==> src/rtl/xbc_pkg.sv <==
package xbc_pkg;
    parameter int NBANK  = 4;
    parameter int TF_W   = 4;
    localparam int BSEL_W = $clog2(NBANK);

    typedef enum logic [2:0] {
        ST_IDLE,
        ST_SETUP,
        ST_ACCESS,
        ST_HOLD,
        ST_FINISH,
        ST_REJECT
    } xbc_state_e;

    typedef struct packed {
        logic [TF_W-1:0] hold;
        logic [TF_W-1:0] strobe;
        logic [TF_W-1:0] setup;
    } xbc_timing_t;
endpackage

==> src/rtl/xbc_decode.sv <==
module xbc_decode
    import xbc_pkg::*;
#(
    parameter int ADDR_W    = 28,
    parameter int WIN_W     = 23,
    parameter int STRIDE_W  = 26,
    parameter int BANK0_OFS = 32'h0020_0000
) (
    input  logic [ADDR_W-1:0] addr,
    output logic              hit,
    output logic [BSEL_W-1:0] bank
);
    logic [NBANK-1:0] win_hit;

    for (genvar b = 0; b < NBANK; b++) begin : g_win
        localparam logic [ADDR_W-1:0] BASE = ADDR_W'(b) << STRIDE_W;
        localparam logic [ADDR_W-1:0] LO   = (b == 0) ? ADDR_W'(BANK0_OFS) : BASE;
        localparam logic [ADDR_W-1:0] HI   = BASE + ((ADDR_W'(1) << WIN_W) - ADDR_W'(1));
        assign win_hit[b] = (addr >= LO) && (addr <= HI);
    end

    always_comb begin
        hit  = |win_hit;
        bank = '0;
        for (int b = 0; b < NBANK; b++) begin
            if (win_hit[b]) bank = BSEL_W'(b);
        end
    end

    always_comb begin
        assert_win_exclusive_R1: assert ($onehot0(win_hit));
    end
endmodule

==> src/rtl/xbc_timing_regs.sv <==
module xbc_timing_regs
    import xbc_pkg::*;
(
    input  logic              clk,
    input  logic              rst_n,
    input  logic              wr_en,
    input  logic [BSEL_W-1:0] wr_bank,
    input  xbc_timing_t       wr_val,
    input  logic [BSEL_W-1:0] rd_bank,
    output xbc_timing_t       rd_val
);
    xbc_timing_t regs_q [NBANK];

    for (genvar b = 0; b < NBANK; b++) begin : g_reg
        always_ff @(posedge clk or negedge rst_n) begin
            if (!rst_n) begin
                regs_q[b] <= '0;
            end else if (wr_en && (wr_bank == BSEL_W'(b))) begin
                regs_q[b] <= wr_val;
            end
        end
    end

    assign rd_val = regs_q[rd_bank];
endmodule

==> src/rtl/xbc_cycle_fsm.sv <==
module xbc_cycle_fsm
    import xbc_pkg::*;
#(
    parameter int ADDR_W = 28,
    parameter int DATA_W = 16,
    parameter int MADR_W = 23
) (
    input  logic              clk,
    input  logic              rst_n,
    input  logic              req_valid,
    input  logic              req_write,
    input  logic [ADDR_W-1:0] req_addr,
    input  logic [DATA_W-1:0] req_wdata,
    output logic              req_ready,
    output logic              rsp_done,
    output logic              rsp_err,
    output logic [DATA_W-1:0] rsp_rdata,
    input  logic              dec_hit,
    input  logic [BSEL_W-1:0] dec_bank,
    input  xbc_timing_t       bank_tim,
    output logic [NBANK-1:0]  mem_cs_n,
    output logic              mem_rd_n,
    output logic              mem_wr_n,
    output logic [MADR_W-1:0] mem_addr,
    output logic [DATA_W-1:0] mem_wdata,
    output logic              mem_wdata_oe,
    input  logic [DATA_W-1:0] mem_rdata
);
    xbc_state_e        state_q, state_d;
    logic [TF_W-1:0]   cnt_q;
    xbc_timing_t       tim_q;
    logic [BSEL_W-1:0] bank_q;
    logic              write_q;
    logic [MADR_W-1:0] addr_q;
    logic [DATA_W-1:0] wdata_q;
    logic [DATA_W-1:0] rdata_q;
    logic              cnt_zero;
    logic              accept;

    assign cnt_zero = (cnt_q == '0);
    assign accept   = (state_q == ST_IDLE) && req_valid;

    // state register
    always_ff @(posedge clk or negedge rst_n) begin
        if (!rst_n) state_q <= ST_IDLE;
        else        state_q <= state_d;
    end

    // transitions
    always_comb begin
        state_d = state_q;
        unique case (state_q)
            ST_IDLE:   if (req_valid) state_d = dec_hit ? ST_SETUP : ST_REJECT;
            ST_SETUP:  if (cnt_zero) state_d = ST_ACCESS;
            ST_ACCESS: if (cnt_zero) state_d = ST_HOLD;
            ST_HOLD:   if (cnt_zero) state_d = ST_FINISH;
            ST_FINISH: state_d = ST_IDLE;
            ST_REJECT: state_d = ST_IDLE;
            default:   state_d = ST_IDLE;
        endcase
    end

    // cycle datapath: request latch, phase counter, read capture
    always_ff @(posedge clk or negedge rst_n) begin
        if (!rst_n) begin
            cnt_q   <= '0;
            tim_q   <= '0;
            bank_q  <= '0;
            write_q <= 1'b0;
            addr_q  <= '0;
            wdata_q <= '0;
            rdata_q <= '0;
        end else begin
            unique case (state_q)
                ST_IDLE: begin
                    if (accept && dec_hit) begin
                        tim_q   <= bank_tim;
                        cnt_q   <= bank_tim.setup;
                        bank_q  <= dec_bank;
                        write_q <= req_write;
                        addr_q  <= req_addr[MADR_W-1:0];
                        wdata_q <= req_wdata;
                    end
                end
                ST_SETUP: begin
                    cnt_q <= cnt_zero ? tim_q.strobe : cnt_q - 1'b1;
                end
                ST_ACCESS: begin
                    if (cnt_zero) begin
                        cnt_q <= tim_q.hold;
                        if (!write_q) rdata_q <= mem_rdata;
                    end else begin
                        cnt_q <= cnt_q - 1'b1;
                    end
                end
                ST_HOLD: begin
                    if (!cnt_zero) cnt_q <= cnt_q - 1'b1;
                end
                ST_FINISH, ST_REJECT: ;
                default: ;
            endcase
        end
    end

    // outputs
    always_comb begin
        logic sel_on;
        logic strobe_on;
        sel_on    = 1'b0;
        strobe_on = 1'b0;
        req_ready = 1'b0;
        rsp_done  = 1'b0;
        rsp_err   = 1'b0;
        unique case (state_q)
            ST_IDLE:   req_ready = 1'b1;
            ST_SETUP:  sel_on    = 1'b1;
            ST_ACCESS: begin
                sel_on    = 1'b1;
                strobe_on = 1'b1;
            end
            ST_HOLD:   sel_on    = 1'b1;
            ST_FINISH: rsp_done  = 1'b1;
            ST_REJECT: begin
                rsp_done = 1'b1;
                rsp_err  = 1'b1;
            end
            default: ;
        endcase
        mem_cs_n = '1;
        if (sel_on) mem_cs_n[bank_q] = 1'b0;
        mem_rd_n     = !(strobe_on && !write_q);
        mem_wr_n     = !(strobe_on && write_q);
        mem_wdata_oe = sel_on && write_q;
        mem_addr     = addr_q;
        mem_wdata    = wdata_q;
    end

    assign rsp_rdata = rdata_q;

    // checks beside the cycle engine
    assert_sel_onehot_R1: assert property (@(posedge clk) disable iff (!rst_n)
        $onehot0(~mem_cs_n));

    assert_accept_selects_R1: assert property (@(posedge clk) disable iff (!rst_n)
        (req_ready && req_valid && dec_hit) |=> (mem_cs_n != '1));

    assert_sel_stable_R1: assert property (@(posedge clk) disable iff (!rst_n)
        (($past(mem_cs_n) != '1) && (mem_cs_n != '1)) |-> $stable(mem_cs_n));

    assert_reject_quiet_R2: assert property (@(posedge clk) disable iff (!rst_n)
        (req_ready && req_valid && !dec_hit) |=> (rsp_done && rsp_err && (mem_cs_n == '1)));

    assert_strobe_in_sel_R3: assert property (@(posedge clk) disable iff (!rst_n)
        (!mem_rd_n || !mem_wr_n) |-> (mem_cs_n != '1));

    assert_done_pulse_R5: assert property (@(posedge clk) disable iff (!rst_n)
        rsp_done |=> !rsp_done);

    assert_single_strobe_R6: assert property (@(posedge clk) disable iff (!rst_n)
        !(!mem_rd_n && !mem_wr_n));

    assert_busy_not_ready_R7: assert property (@(posedge clk) disable iff (!rst_n)
        ((mem_cs_n != '1) || rsp_done) |-> !req_ready);
endmodule

==> src/rtl/xbc_top.sv <==
module xbc_top
    import xbc_pkg::*;
#(
    parameter int ADDR_W = 28,
    parameter int DATA_W = 16,
    parameter int MADR_W = 23
) (
    input  logic              clk,
    input  logic              rst_n,
    input  logic              req_valid,
    input  logic              req_write,
    input  logic [ADDR_W-1:0] req_addr,
    input  logic [DATA_W-1:0] req_wdata,
    output logic              req_ready,
    output logic              rsp_done,
    output logic              rsp_err,
    output logic [DATA_W-1:0] rsp_rdata,
    input  logic              cfg_we,
    input  logic [1:0]        cfg_bank,
    input  logic [11:0]       cfg_timing,
    output logic [3:0]        mem_cs_n,
    output logic              mem_rd_n,
    output logic              mem_wr_n,
    output logic [MADR_W-1:0] mem_addr,
    output logic [DATA_W-1:0] mem_wdata,
    output logic              mem_wdata_oe,
    input  logic [DATA_W-1:0] mem_rdata
);
    logic              dec_hit;
    logic [BSEL_W-1:0] dec_bank;
    xbc_timing_t       bank_tim;

    xbc_decode #(
        .ADDR_W (ADDR_W),
        .WIN_W  (MADR_W)
    ) u_decode (
        .addr (req_addr),
        .hit  (dec_hit),
        .bank (dec_bank)
    );

    xbc_timing_regs u_regs (
        .clk     (clk),
        .rst_n   (rst_n),
        .wr_en   (cfg_we),
        .wr_bank (cfg_bank),
        .wr_val  (cfg_timing),
        .rd_bank (dec_bank),
        .rd_val  (bank_tim)
    );

    xbc_cycle_fsm #(
        .ADDR_W (ADDR_W),
        .DATA_W (DATA_W),
        .MADR_W (MADR_W)
    ) u_fsm (
        .clk          (clk),
        .rst_n        (rst_n),
        .req_valid    (req_valid),
        .req_write    (req_write),
        .req_addr     (req_addr),
        .req_wdata    (req_wdata),
        .req_ready    (req_ready),
        .rsp_done     (rsp_done),
        .rsp_err      (rsp_err),
        .rsp_rdata    (rsp_rdata),
        .dec_hit      (dec_hit),
        .dec_bank     (dec_bank),
        .bank_tim     (bank_tim),
        .mem_cs_n     (mem_cs_n),
        .mem_rd_n     (mem_rd_n),
        .mem_wr_n     (mem_wr_n),
        .mem_addr     (mem_addr),
        .mem_wdata    (mem_wdata),
        .mem_wdata_oe (mem_wdata_oe),
        .mem_rdata    (mem_rdata)
    );
endmodule

==> config.mk <==
export PLATFORM = sky130hd
export DESIGN_NAME = xbc_top
export DESIGN_NICKNAME = d
export VERILOG_FILES = /design/src/rtl/xbc_pkg.sv /design/src/rtl/xbc_decode.sv /design/src/rtl/xbc_timing_regs.sv /design/src/rtl/xbc_cycle_fsm.sv /design/src/rtl/xbc_top.sv
export SDC_FILE = /design/constraint.sdc
export NUM_CORES = 1
export LEC_CHECK = 0
export ABC_AREA = 1
export BUFFER_PORTS_ARGS = -buffer_cell sky130_fd_sc_hd__buf_2
export CAP_MARGIN = 10
export CORE_MARGIN = 2
export CORE_UTILIZATION = 48
export DETAILED_ROUTE_END_ITERATION = 8
export GPL_ROUTABILITY_DRIVEN = 0
export GPL_TIMING_DRIVEN = 0
export PLACE_DENSITY = 0.87
export SLEW_MARGIN = 20
export SYNTH_ARGS = -nofsm -noshare
export SYNTH_HDL_FRONTEND = slang
export SYNTH_SLANG_ARGS = --single-unit
==> constraint.sdc <==
create_clock -name clk -period 1.4 [get_ports clk]
set_input_delay 0.28 -clock clk [delete_from_list [all_inputs] [get_ports clk]]
set_output_delay 0.28 -clock clk [all_outputs]
set_load 0.1 [all_outputs]
# Yosys cells after proc, flatten, opt, wreduce, memory -nomap -nowiden
# Cells that the tools add are included.
word_totals:
  register_bits: 121
  latch_bits: 0
  ramBits: 0
  romBits: 0
  inputBits: 79
  out_inout_bits: 65
  word_cells: 103
  memories: 0
op_classes:
  n_addsub: 1
  multipliers: 0
  div: 0
  n_lt_le_gt_ge: 11
  eq_ne: 14
  shift: 0
  mux: 25
  bitwise_logic: 3
  reduce_logical: 28
ops:
  columns: ["op", "n"]
  rows:
  - [">= comparator 28 bit, second input constant", 2]
  - ["<= comparator 28 bit, second input constant", 2]
  - [">= comparator 28 x 22 -> 1 bit, second input constant", 1]
  - [">= comparator 28 x 27 -> 1 bit, second input constant", 1]
  - ["<= comparator 28 x 23 -> 1 bit, second input constant", 1]
  - ["<= comparator 28 x 27 -> 1 bit, second input constant", 1]
  - ["binary-select mux 12 bit (select 2 bit)", 1]
  - ["2-to-1 mux 12 bit", 2]
  - ["2-to-1 mux 4 bit", 5]
  - ["one-hot mux 4 bit (4 select lines)", 1]
  - ["2-to-1 mux 3 bit", 5]
  - ["logical AND 1 bit", 14]
  - ["one-hot mux 3 bit (4 select lines)", 1]
  - ["2-to-1 mux 1 bit", 7]
  - ["equality test 3 x 2 -> 1 bit, second input constant", 2]
  - ["equality test 3 bit, second input constant", 2]
  - ["!= test 2 x 1 -> 1 bit, second input constant", 3]
  - ["!= test 2 bit, second input constant", 3]
  - ["AND reduction 3 bit", 2]
  - ["equality test 2 bit, second input constant", 2]
  - ["logical NOT 4 bit", 1]
  - ["2-to-1 mux 2 bit", 2]
  - ["NOT 4 bit", 1]
  - ["AND reduction 4 bit", 1]
  - ["other kinds (17)", 19]

# Logic depth before layout (Yosys ltp)
logic_depth:
  depth_word: 11
  ltp_mapped: 11
  ltp_nobuf: 10

# Hierarchy
# A second synthesis with hierarchy kept.
hier_totals:
  hier_cells: 766
  hier_area_um2: 5913.2
by_module_without_submodules:
  columns: ["module", "instances", "cells_each", "area_per_inst_um2", "seq_area_each_um2"]
  rows:
  - ["xbc_cycle_fsm", 1, 392, 3304.4, 1826.8]
  - ["xbc_timing_regs", 1, 356, 2533.7, 1201.2]
  - ["xbc_decode", 1, 18, 75.1, 0.0]

# Least setup slack after synthesis
# No wires, ideal clock.
synth_path:
  path_type: "reg-to-output"
  startpoint: "register u_fsm.state_q[1]"
  endpoint: "output rsp_err"
  t_arrival_ps: 2630
  required_time_ps: 1120
  setup_slack_ps: -1510
  stages_incl_launch_ff: 3
  n_path_buf: 1
  cell_sequence: "dfrtp_1 buf_2 nor3_1"
synth_via:
  elab_chain_len: 2
synth_lines:
  columns: ["item", "line_no", "source"]
  rows:
  - ["start, declared", "xbc_cycle_fsm.sv:29", "xbc_state_e state_q, state_d;"]
  - ["start signal, assigned", "xbc_cycle_fsm.sv:46", "else state_q <= state_d;"]
  - ["equality test 3 bit", "xbc_cycle_fsm.sv:114", "unique case (state_q)"]
  - ["2-to-1 mux 1 bit", "xbc_cycle_fsm.sv:114", null]
  - ["end, declared", "xbc_top.sv:16", "output logic rsp_err,"]
# No other way between the ends.

# Worst setup path after layout
layout_path:
  startpoint: "register u_fsm.state_q[0]"
  endpoint: "output mem_rd_n"
layout_via:
  elab_chain_len: 4
layout_lines:
  columns: ["item", "line_no", "source"]
  rows:
  - ["equality test 3 x 2 -> 1 bit", "xbc_cycle_fsm.sv:114", null]
  - ["2-to-1 mux 1 bit", "xbc_cycle_fsm.sv:114", null]
  - ["logical AND 1 bit", "xbc_cycle_fsm.sv:131", "mem_rd_n = !(strobe_on && !write_q);"]
  - ["logical NOT 1 bit", "xbc_cycle_fsm.sv:131", null]
  - ["end, declared", "xbc_top.sv:22", "output logic mem_rd_n,"]
# No other way between the ends.

==> impl_metrics.csv <==
group,metric,value,unit
synth,syn_inst,675,
floorplan,coreArea,0.0109,mm^2
status,failed_checks,"setup timing",
cells_and_area,antenna_cells,0,
pwr,p_seq_frac,0.248,
route,drt-initial-drc-count,418,
sta,tns,-29.46,ns
floorplan,die_y,110,um
sta,skew,0.0120,ns
global_route,grt_max_degree,83,
pwr,p_sw,11700,uW
setup_path,crit_path_start_kind,"register",
synth,synth-edff-count,0,
pwr,power_density,2690,mW/mm^2
setup_path,path_class,"reg -> out",
synth,ys.warnings.count,0,
cts,clkLatencyLatePin,0.42,ns
route,wl_met1,6810,um
synth,ys_seq_area_frac,0.558,
cells_and_area,final_nets,969,
cells_and_area,nFillCells,682,
sta,grt_setup_unrepaired,"true",
synth,synth_seq_cells,121,
placement,numPortBuffers,142,
pwr,combPwrFrac,0.571,
sta,relSlewSlack,0.626,
pwr,swShare,0.522,
route,drtAntennaViolNets,0,
sta,whs,0.0617,ns
min_path,hold_depth,3,
status,status,"finished, violations left",
synth,synth_ff_type,"dfrtp_1",
sta,max_freq,0.515,GHz
sta,report.final.slew_viol_count,0,
sta,fin_crit,1.94,ns
pwr,clkPwrFrac,0.181,
cells_and_area,area_growth,53.8,%
global_route,overflow,0,
setup_path,r2r_start,"u_fsm.state_q[0]",
route,met3_wirelength,1570,um
setup_path,rrSetupSlack,-0.46,ns
floorplan,start_util,0.496,
cells_and_area,multi_input_area,0.00249,mm^2
cts,clkTransAtPathRegs,0.06,ns
route,wire_per_inst,17.9,um
min_path,holdPathEnd,"u_fsm.mem_wdata[14]",
sta,fin_ws,-0.543,ns
sta,finalSetupViolations,83,
sta,worstMarginPinSlew,0.562,ns
setup_path,worstPathRequired,1.12,ns
setup_path,worstPathArrival,1.66,ns
floorplan,die_w,110,um
global_route,grt_use_total,0.266,
route,met2_length,9520,um
cells_and_area,final_cell_mix,"nand2_1, dfrtp_1, buf_2, nand2_2, buf_4",
pwr,ir_worst_vdd,2430,uV
cts,cts_buffer_depth,2,
floorplan,ios,144,
min_path,min_from,"req_wdata[14]",
placement,dpl.hpwl,9750,um
min_path,hold_path.class,"in -> reg",
floorplan,die_area,0.0122,mm^2
global_route,antenna_found_initial,0,
cells_and_area,fin_cells,1041,
sta,hold_violations,0,
route,vias,5637,
route,drc,0,
route,postRouteWirelength,18700,um
floorplan,placementRows,38,
cells_and_area,final-seq-area,0.00303,mm^2
synth,syn-num-nets,756,
cts,cts-root-buf,"clkbuf_16",
setup_path,crit_path_end_kind,"primary output",
cts,cts-htree-levels,4,
cts,cts_made_buffers,17,
setup_path,path_max_fanout,4,
global_route,grt_pass1_vias,5216,
placement,pre_cts_slack,-0.623,ns
pwr,p_int,10700,uW
placement,dp.cells,958,
synth,syn-cell-area,0.00542,mm^2
synth,syn_avg_cell_area,8.03,um^2
route,firstDrtPassIters,6,
pwr,p_leak,0.00432,uW
route,via_per_inst,5.41,
synth,synth.distinct_cells,23,
cells_and_area,mostFrequentLayoutCell,"nand2_1",
setup_path,r2r_end,"u_fsm.mem_wdata[7]",
synth,async_reset_ff_frac,1.00,
setup_path,r2r_cells,11,
cts,cts_sinks,121,
route,routed.top_layer,"met4",
flow_run,maxCapViolCount,0,
cts,cts_tree,"done",
cells_and_area,final_layout_size_suffix_gt1_frac,0.414,
global_route,grt_pass1_wl,24400,um
sta,min_period_over_period,1.39,
per-stage QoR:
stage,util,instance area (um^2),total power [uW]
2_1_floorplan,-,5540,13300
3_3_place_gp,0.588,6430,14900
3_5_place_dp,0.591,6460,15100
4_1_cts,0.719,7860,20800
5_1_grt,0.763,8340,23200
6_report,0.763,8340,22400
layout make-up:
cell class	instances	share of cell area
sequential	121	0.363
inverter	59	0.0276
clock buffer	19	0.0519
multi-input combinational	464	0.299
buffer	30	0.0303
clock inverter	13	0.0128
timing repair buffer	195	0.194
tap	140	0.0210
sequential cells by signal, summed over array words and instances, names as in the netlist:
register         cells
u_fsm.cnt_q          4
u_fsm.state_q        3
u_fsm.tim_q          8
u_fsm.rsp_rdata     16
u_regs.regs_q       48
u_fsm.write_q        1
u_fsm.bank_q         2
u_fsm.mem_addr      23
u_fsm.mem_wdata     16
Yosys cell counts, types with 4 or more instances:
cell type	count	area, um^2
clkbuf_1	12	45.0
dfrtp_1	121	3030
inv_2	4	15.0
inv_1	55	206
a21oi_1	8	40.0
o21ai_0	76	380
nand2_1	292	1100
nor2_4	4	45.0
nand3_1	40	200
o211ai_1	6	45.0
nor2_1	23	86.3
nand4_1	4	25.0
buf_2	14	70.1
cells by family after synthesis:
group / after synthesis / share of synthesized area
compound gates: 92 / 0.0891
xor+xnor: 1 / 0.00162
fa+ha+maj: 2 / 0.00461
buf+inv: 90 / 0.0704
flops: 121 / 0.558
simple gates: 369 / 0.276
power by group through the flow:
stage	clock network (uW)	logic [uW]	registers, uW
2_1_floorplan	0	3190	10100
3_3_place_gp	0	9650	5230
3_5_place_dp	0	9800	5290
4_1_cts	4030	11500	5330
5_1_grt	4240	13300	5660
6_report	4050	12800	5570
metal layers:
layer  global-route usage  vias to the layer above
li1                     -                     2554
met1                0.314                     2668
met2                0.464                      331
met3               0.0570                       84
met4                0.122                        0
met5                    0                        -
worst max-delay path by stage:
stage,start,endpoint,slack [ns]
3_5_place_dp,u_fsm.state_q[0],mem_cs_n[3],-0.62
3_3_place_gp,rst_n,u_regs.regs_q[17],-1.43
6_report,u_fsm.state_q[0],mem_rd_n,-0.54
4_1_cts,u_fsm.state_q[0],mem_cs_n[3],-0.42
5_1_grt,u_fsm.state_q[0],mem_rd_n,-0.55
2_1_floorplan,u_fsm.state_q[1],rsp_done,-0.26
critical path, stage by stage, from the launching register on:
cell and delay [ns]:
dfrtp_1 0.39, buf_6 0.15, nor2_4 0.15, nand2_2 0.10, inv_2 0.10, nand2_4 0.07, buf_12 0.13, buf_16 0.16
timing repair:
action,CTS,global route
gates resized for setup,196,115
gates cloned,6,0
pin swaps,22,36
hold endpoints to repair,39,0
hold buffers,1,0
setup buffers,31,19
endpoints found under the setup margin,138,87
No activity file was read; power rests on OpenSTA's default activity.
